### src/rtl/lptim_pkg.sv
package lptim_pkg;
    localparam int ADDR_W = 3;
    localparam logic [ADDR_W-1:0] A_CTRL   = 3'd0;
    localparam logic [ADDR_W-1:0] A_CFG    = 3'd1;
    localparam logic [ADDR_W-1:0] A_RELOAD = 3'd2;
    localparam logic [ADDR_W-1:0] A_CMP    = 3'd3;
    localparam logic [ADDR_W-1:0] A_STAT   = 3'd4;
    localparam logic [ADDR_W-1:0] A_CLR    = 3'd5;
    // bit positions
    localparam int B_EN   = 0;
    localparam int B_RUN  = 1;
    localparam int B_POL  = 3;
    localparam int F_CMP  = 0;
    localparam int F_REL  = 1;
endpackage

### src/rtl/lptim_prescaler.sv
module lptim_prescaler #(
    parameter int PSC_W = 3
) (
    input  logic             clk,
    input  logic             rst_n,
    input  logic             en,
    input  logic [PSC_W-1:0] psc,
    output logic             tick
);
    localparam int DIV_W = (1 << PSC_W) - 1;

    logic [DIV_W-1:0] div_d, div_q;
    logic [DIV_W-1:0] mask;

    always_comb begin
        for (int i = 0; i < DIV_W; i++) mask[i] = (i < 32'(psc));
        tick  = en && ((div_q & mask) == mask);
        div_d = en ? div_q + 1'b1 : '0;
    end

    always_ff @(posedge clk or negedge rst_n) begin
        if (!rst_n) div_q <= '0;
        else        div_q <= div_d;
    end
endmodule

### src/rtl/lptim_sync.sv
module lptim_sync #(
    parameter int SYNC_TICKS = 2
) (
    input  logic clk,
    input  logic rst_n,
    input  logic en,
    input  logic tick,
    input  logic start,
    input  logic clear,
    output logic ok
);
    localparam int PW = $clog2(SYNC_TICKS + 1);

    typedef struct packed {
        logic [PW-1:0] pend;
        logic          ok;
    } sync_t;

    sync_t s_d, s_q;

    always_comb begin
        s_d = s_q;
        if (clear) s_d.ok = 1'b0;
        if (!en) begin
            s_d.pend = '0;
        end else if (start) begin
            s_d.pend = PW'(SYNC_TICKS);
        end else if (tick && s_q.pend != '0) begin
            s_d.pend = s_q.pend - 1'b1;
            if (s_q.pend == PW'(1)) s_d.ok = 1'b1;
        end
    end

    always_ff @(posedge clk or negedge rst_n) begin
        if (!rst_n) s_q <= '0;
        else        s_q <= s_d;
    end

    assign ok = s_q.ok;

    a_r6_flag_after_tick: assert property (@(posedge clk) disable iff (!rst_n)
        $rose(ok) |-> $past(tick));
    a_r7_flag_falls_on_clear: assert property (@(posedge clk) disable iff (!rst_n)
        $fell(ok) |-> $past(clear));
endmodule

### src/rtl/lptim_counter.sv
module lptim_counter #(
    parameter int CNT_W = 16
) (
    input  logic             clk,
    input  logic             rst_n,
    input  logic             run,
    input  logic             tick,
    input  logic [CNT_W-1:0] pre_arr,
    input  logic [CNT_W-1:0] pre_cmp,
    output logic             active
);
    typedef struct packed {
        logic [CNT_W-1:0] cnt;
        logic [CNT_W-1:0] arr;
        logic [CNT_W-1:0] cmp;
    } cnt_t;

    cnt_t c_d, c_q;

    always_comb begin
        c_d = c_q;
        if (!run) begin
            c_d.cnt = '0;
            c_d.arr = pre_arr;
            c_d.cmp = pre_cmp;
        end else if (tick) begin
            if (c_q.cnt == c_q.arr) begin
                c_d.cnt = '0;
                c_d.arr = pre_arr;
                c_d.cmp = pre_cmp;
            end else begin
                c_d.cnt = c_q.cnt + 1'b1;
            end
        end
    end

    always_ff @(posedge clk or negedge rst_n) begin
        if (!rst_n) c_q <= '0;
        else        c_q <= c_d;
    end

    assign active = run && (c_q.cnt > c_q.cmp);

    a_r2_count_within_reload: assert property (@(posedge clk) disable iff (!rst_n)
        run |-> (c_q.cnt <= c_q.arr));
endmodule

### src/rtl/lptim_pwm.sv
module lptim_pwm
    import lptim_pkg::*;
#(
    parameter int CNT_W      = 16,
    parameter int PSC_W      = 3,
    parameter int SYNC_TICKS = 2
) (
    input  logic              clk,
    input  logic              rst_n,
    input  logic              wr_en,
    input  logic [ADDR_W-1:0] addr,
    input  logic [CNT_W-1:0]  wdata,
    output logic [CNT_W-1:0]  rdata,
    output logic              pwm_out
);
    typedef struct packed {
        logic             en;
        logic             run;
        logic [PSC_W-1:0] psc;
        logic             pol;
        logic [CNT_W-1:0] arr;
        logic [CNT_W-1:0] cmp;
    } regs_t;

    regs_t r_d, r_q;
    logic  acc_arr, acc_cmp, clr_cmp, clr_rel;
    logic  tick, active, cmp_ok, rel_ok;

    always_comb begin
        r_d     = r_q;
        acc_arr = wr_en && (addr == A_RELOAD) && r_q.en;
        acc_cmp = wr_en && (addr == A_CMP) && r_q.en;
        clr_cmp = wr_en && (addr == A_CLR) && wdata[F_CMP];
        clr_rel = wr_en && (addr == A_CLR) && wdata[F_REL];
        if (wr_en) begin
            case (addr)
                A_CTRL: begin
                    r_d.en  = wdata[B_EN];
                    r_d.run = wdata[B_EN] && (r_q.run || (wdata[B_RUN] && r_q.en));
                end
                A_CFG: if (!r_q.en) begin
                    r_d.psc = wdata[PSC_W-1:0];
                    r_d.pol = wdata[B_POL];
                end
                A_RELOAD: if (r_q.en) r_d.arr = wdata;
                A_CMP:    if (r_q.en) r_d.cmp = wdata;
                default: ;
            endcase
        end
    end

    always_ff @(posedge clk or negedge rst_n) begin
        if (!rst_n) r_q <= '0;
        else        r_q <= r_d;
    end

    lptim_prescaler #(.PSC_W(PSC_W)) u_psc (
        .clk(clk), .rst_n(rst_n), .en(r_q.en), .psc(r_q.psc), .tick(tick));

    lptim_counter #(.CNT_W(CNT_W)) u_cnt (
        .clk(clk), .rst_n(rst_n), .run(r_q.run), .tick(tick),
        .pre_arr(r_q.arr), .pre_cmp(r_q.cmp), .active(active));

    lptim_sync #(.SYNC_TICKS(SYNC_TICKS)) u_sync_cmp (
        .clk(clk), .rst_n(rst_n), .en(r_q.en), .tick(tick),
        .start(acc_cmp), .clear(clr_cmp), .ok(cmp_ok));

    lptim_sync #(.SYNC_TICKS(SYNC_TICKS)) u_sync_rel (
        .clk(clk), .rst_n(rst_n), .en(r_q.en), .tick(tick),
        .start(acc_arr), .clear(clr_rel), .ok(rel_ok));

    always_comb begin
        rdata = '0;
        case (addr)
            A_CTRL:   begin rdata[B_EN] = r_q.en; rdata[B_RUN] = r_q.run; end
            A_CFG:    begin rdata[PSC_W-1:0] = r_q.psc; rdata[B_POL] = r_q.pol; end
            A_RELOAD: rdata = r_q.arr;
            A_CMP:    rdata = r_q.cmp;
            A_STAT:   begin rdata[F_CMP] = cmp_ok; rdata[F_REL] = rel_ok; end
            default:  rdata = '0;
        endcase
    end

    assign pwm_out = r_q.pol ^ active;

    a_r4_cfg_locked: assert property (@(posedge clk) disable iff (!rst_n)
        r_q.en |=> ($stable(r_q.psc) && $stable(r_q.pol)));
    a_r9_idle_level: assert property (@(posedge clk) disable iff (!rst_n)
        !r_q.en |-> (pwm_out == r_q.pol));
    a_r8_run_needs_en: assert property (@(posedge clk) disable iff (!rst_n)
        $rose(r_q.run) |-> $past(r_q.en));
endmodule

### config.mk
export PLATFORM = sky130hd
export DESIGN_NAME = lptim_pwm
export DESIGN_NICKNAME = d
export VERILOG_FILES = /design/src/rtl/lptim_pkg.sv /design/src/rtl/lptim_prescaler.sv /design/src/rtl/lptim_sync.sv /design/src/rtl/lptim_counter.sv /design/src/rtl/lptim_pwm.sv
export SDC_FILE = /design/constraint.sdc
export NUM_CORES = 1
export LEC_CHECK = 0
export ABC_AREA = 1
export BUFFER_PORTS_ARGS = -buffer_cell sky130_fd_sc_hd__buf_2
export CORE_UTILIZATION = 55
export DETAILED_ROUTE_END_ITERATION = 8
export GPL_TIMING_DRIVEN = 0
export MAX_ROUTING_LAYER = met4
export PLACE_DENSITY = 0.77
export SYNTH_ARGS = -nofsm -noshare
export SYNTH_HDL_FRONTEND = slang
export SYNTH_SLANG_ARGS = --single-unit
### constraint.sdc
create_clock -name clk -period 1.45 [get_ports clk]
set_input_delay 0.2175 -clock clk [delete_from_list [all_inputs] [get_ports clk]]
set_output_delay 0.2175 -clock clk [all_outputs]
set_load 0.01 [all_outputs]
==> results.sh <==
export IMPL_status="complete, but fails checks"
export IMPL_violations="setup timing"
export IMPL_fin_skew_ps=12.7
export IMPL_slew_violations=0
export IMPL_drive_gt1_frac=0.302
export IMPL_path_clk_slew_ps=100
export IMPL_core_area_um2=9420
export IMPL_drt_drc_violations_left=0
export IMPL_ys_types=28
export IMPL_synth_largest_area_cell="dfrtp_1"
export IMPL_hold_violations=0
export IMPL_dp_cells=894
export IMPL_final_cells=971
export IMPL_grt_use_met3=0.0621
export IMPL_synth_main_ff_cell="dfrtp_1"
export IMPL_start_util=0.577
export IMPL_layout_common_cells="nand2_1 (212), inv_1 (84), dfrtp_1 (84), buf_4 (50), nand3_1 (46)"
export IMPL_use_met2=0.521
export IMPL_layout_commonest_cell="nand2_1"
export IMPL_fp_dieW_um=101
export IMPL_grt_overflow_total=0
export IMPL_cp_start_kind="register"
export IMPL_boundaryPins=39
export IMPL_comb_power_share=0.389
export IMPL_syn2layout_area_growth_pct=29.0
export IMPL_die_height_um=101
export IMPL_maxCapViolations=0
export IMPL_utilization=0.745
export IMPL_clock_sinks=99
export IMPL_hp_start="wdata[0]"
export IMPL_wl_per_cell_um=16.2
export IMPL_hold_class="in -> reg"
export IMPL_synthesis_nets=770
export IMPL_drt_total_wl_um=15700
export IMPL_dr_pass1_iters=7
export IMPL_antennaDiodeCount=0
export IMPL_grt_max_degree=72
export IMPL_layout_nets=881
export IMPL_insertion_delay_ps=380
export IMPL_yosysTopAreaCellShare=0.456
export IMPL_peakVddDrop_uv=945
export IMPL_crit_type="reg -> out"
export IMPL_rows=35
export IMPL_cp_max_fo=2
export IMPL_synth_edff_count=0
export IMPL_fin_crit_ps=2220
export IMPL_internal_power_uw=5660
export IMPL_worstPathArrival_ps=2000
export IMPL_cts_path_max_buffers=2
export IMPL_ys_async_sr_fraction=1.00
export IMPL_tightest_slew_ps=471
export IMPL_clock_power_share=0.182
export IMPL_p_leak_uw=0.00371
export IMPL_setup_ws_ps=-768
export IMPL_gp_congestion=0.927
export IMPL_syn_avg_cell_area_um2=7.49
export IMPL_synth_area_top_cells="dfrtp_1 (46%), nand2_1 (18%), inv_1 (6.6%)"
export IMPL_track_usage=0.323
export IMPL_syn_instance_count=726
export IMPL_tns_ps=-19590
export IMPL_p_sw_uw=3840
export IMPL_die_area_um2=10300
export IMPL_cp_required_ps=1230
export IMPL_met1_usage=0.405
export IMPL_whs_ps=58.1
export IMPL_h_tree_depth=3
export IMPL_cts_tree="built"
export IMPL_post_route_period_util=1.53
export IMPL_max_freq_ghz=0.451
export IMPL_grt_pass1_vias=5057
export IMPL_p_seq_frac=0.429
export IMPL_first_iter_violations=353
export IMPL_cellPowerDensity_nw_per_um2=1350
export IMPL_setup_viol=54
export IMPL_cp_end_kind="primary output"
export IMPL_hpwlAfterDp_um=9930
export IMPL_grt_pass1_wl_um=24200
export IMPL_port_buffers=38
export IMPL_power_total_uw=9500
export IMPL_switching_share=0.404
export IMPL_crit_path_start="u_cnt.c_q[33]$_DFFE_PN0P_"
export IMPL_syn_area_um2=5440
export IMPL_yosysWarnings=0
export IMPL_vias_per_cell=5.56
export IMPL_grt_antenna_before_repair=0
export IMPL_ys_ff_latch=99
export IMPL_yosysSeqAreaShare=0.456
export IMPL_r2r_start="u_cnt.c_q[37]$_DFFE_PN0P_"
export IMPL_root_buffer="clkbuf_8"
export IMPL_slew_headroom=0.686
export IMPL_cts_buffers=9
export IMPL_drtAntennaViolNets=0
export IMPL_rsz0062_at_grt="yes"
export IMPL_vias=5396
export IMPL_top_usage_layer="met2"
-- worst paths after layout --
path	to	slack (ps)	cells after the start
setup / recovery	pwm_out	-770	13
hold / removal	r_q[37]$_DFFE_PN0P_	60	3
setup reg to reg	u_cnt.c_q[29]$_DFFE_PN0P_	-440	13
hold reg to reg	u_cnt.c_q[8]$_DFFE_PN0P_	500	2
max in group asynchronous	r_q[34]$_DFFE_PN0P_	460	3
min in group asynchronous	u_cnt.c_q[45]$_DFFE_PN0P_	300	2
-- per-stage QoR --
stage          worst slack [ps]  cell area (um^2)
6_report                   -768              7010
3_3_place_gp               -965              5810
5_1_grt                    -882              7010
3_5_place_dp               -437              5840
2_1_floorplan             -47.6              5460
4_1_cts                    -684              6640
-- metal layers --
layer	wire length, um	vias to the layer above
met2	7640	227
met5	0	-
met3	994	55
li1	-	2535
met1	6630	2579
met4	469	0
-- synth_stat cells, types with 8 or more instances --
master and n:
nand3_1 50, nor2_1 49, nand2_1 256, a21oi_1 15, o21ai_0 41, clkbuf_1 11
nand4_1 22, o21ai_1 11, ha_1 22, inv_1 95, xor2_1 8, dfrtp_1 99
a22o_1 13
-- worst max-delay path: stages, from the launching register on --
cell     delay, ps
dfrtp_2        450
ha_4           270
nand2_1         70
nand2_1         70
nand2_1         50
nand2_1         70
nand2_1         60
nand2_1         80
nand2_1         80
nand2_2         90
nand2_2         50
nand2_1         80
nand2_2         70
buf_6          120
-- area by class of cell --
cell class	instances	area [um^2]
repair buffers	101	759
clock inverters	6	57.6
fillers	669	2400
clock buffers	10	128
multi-input cells	502	2800
inverters	101	389
flip-flops and latches	99	2500
plain buffers	23	219
well taps	129	161
-- registers in the layout, indices dropped and copies added, names as in the netlist --
register / flops
u_cnt.c_q: 48
r_q: 38
u_psc.div_q: 7
u_sync_cmp.s_q: 2
u_sync_rel.s_q: 2
u_sync_cmp.ok: 1
u_sync_rel.ok: 1
-- kinds of logic (layout without fill, tap and decap cells) --
kind of cell / after synthesis / in the layout / synth area share
AOI/OAI and AO/OA: 86 / 86 / 0.0914
adders and majority gates: 22 / 22 / 0.0506
DFF: 99 / 99 / 0.456
buffers and inverters: 125 / 241 / 0.0939
xor gates and xnor gates: 8 / 8 / 0.0129
and+or+nand+nor: 386 / 386 / 0.295
-- power groups by stage --
stage / Sequential (uW) / Clock, uW / Combinational, uW
final: 4080 / 1720 / 3690
after global routing: 4150 / 1840 / 4080
after CTS: 4030 / 1740 / 3110
after detailed placement: 4020 / 0 / 2540
after global placement: 3990 / 0 / 2430
after floorplan: 3840 / 0 / 1910
-- what timing repair did --
item | in CTS | in global routing
endpoints found under the setup margin | 100 | 101
gates cloned | 5 | 0
resized for setup | 117 | 64
hold endpoints to repair | 28 | 0
hold buffers | 1 | 0
setup buffers | 33 | 25
pin swaps | 16 | 27
No activity file was read; power rests on OpenSTA's default activity.
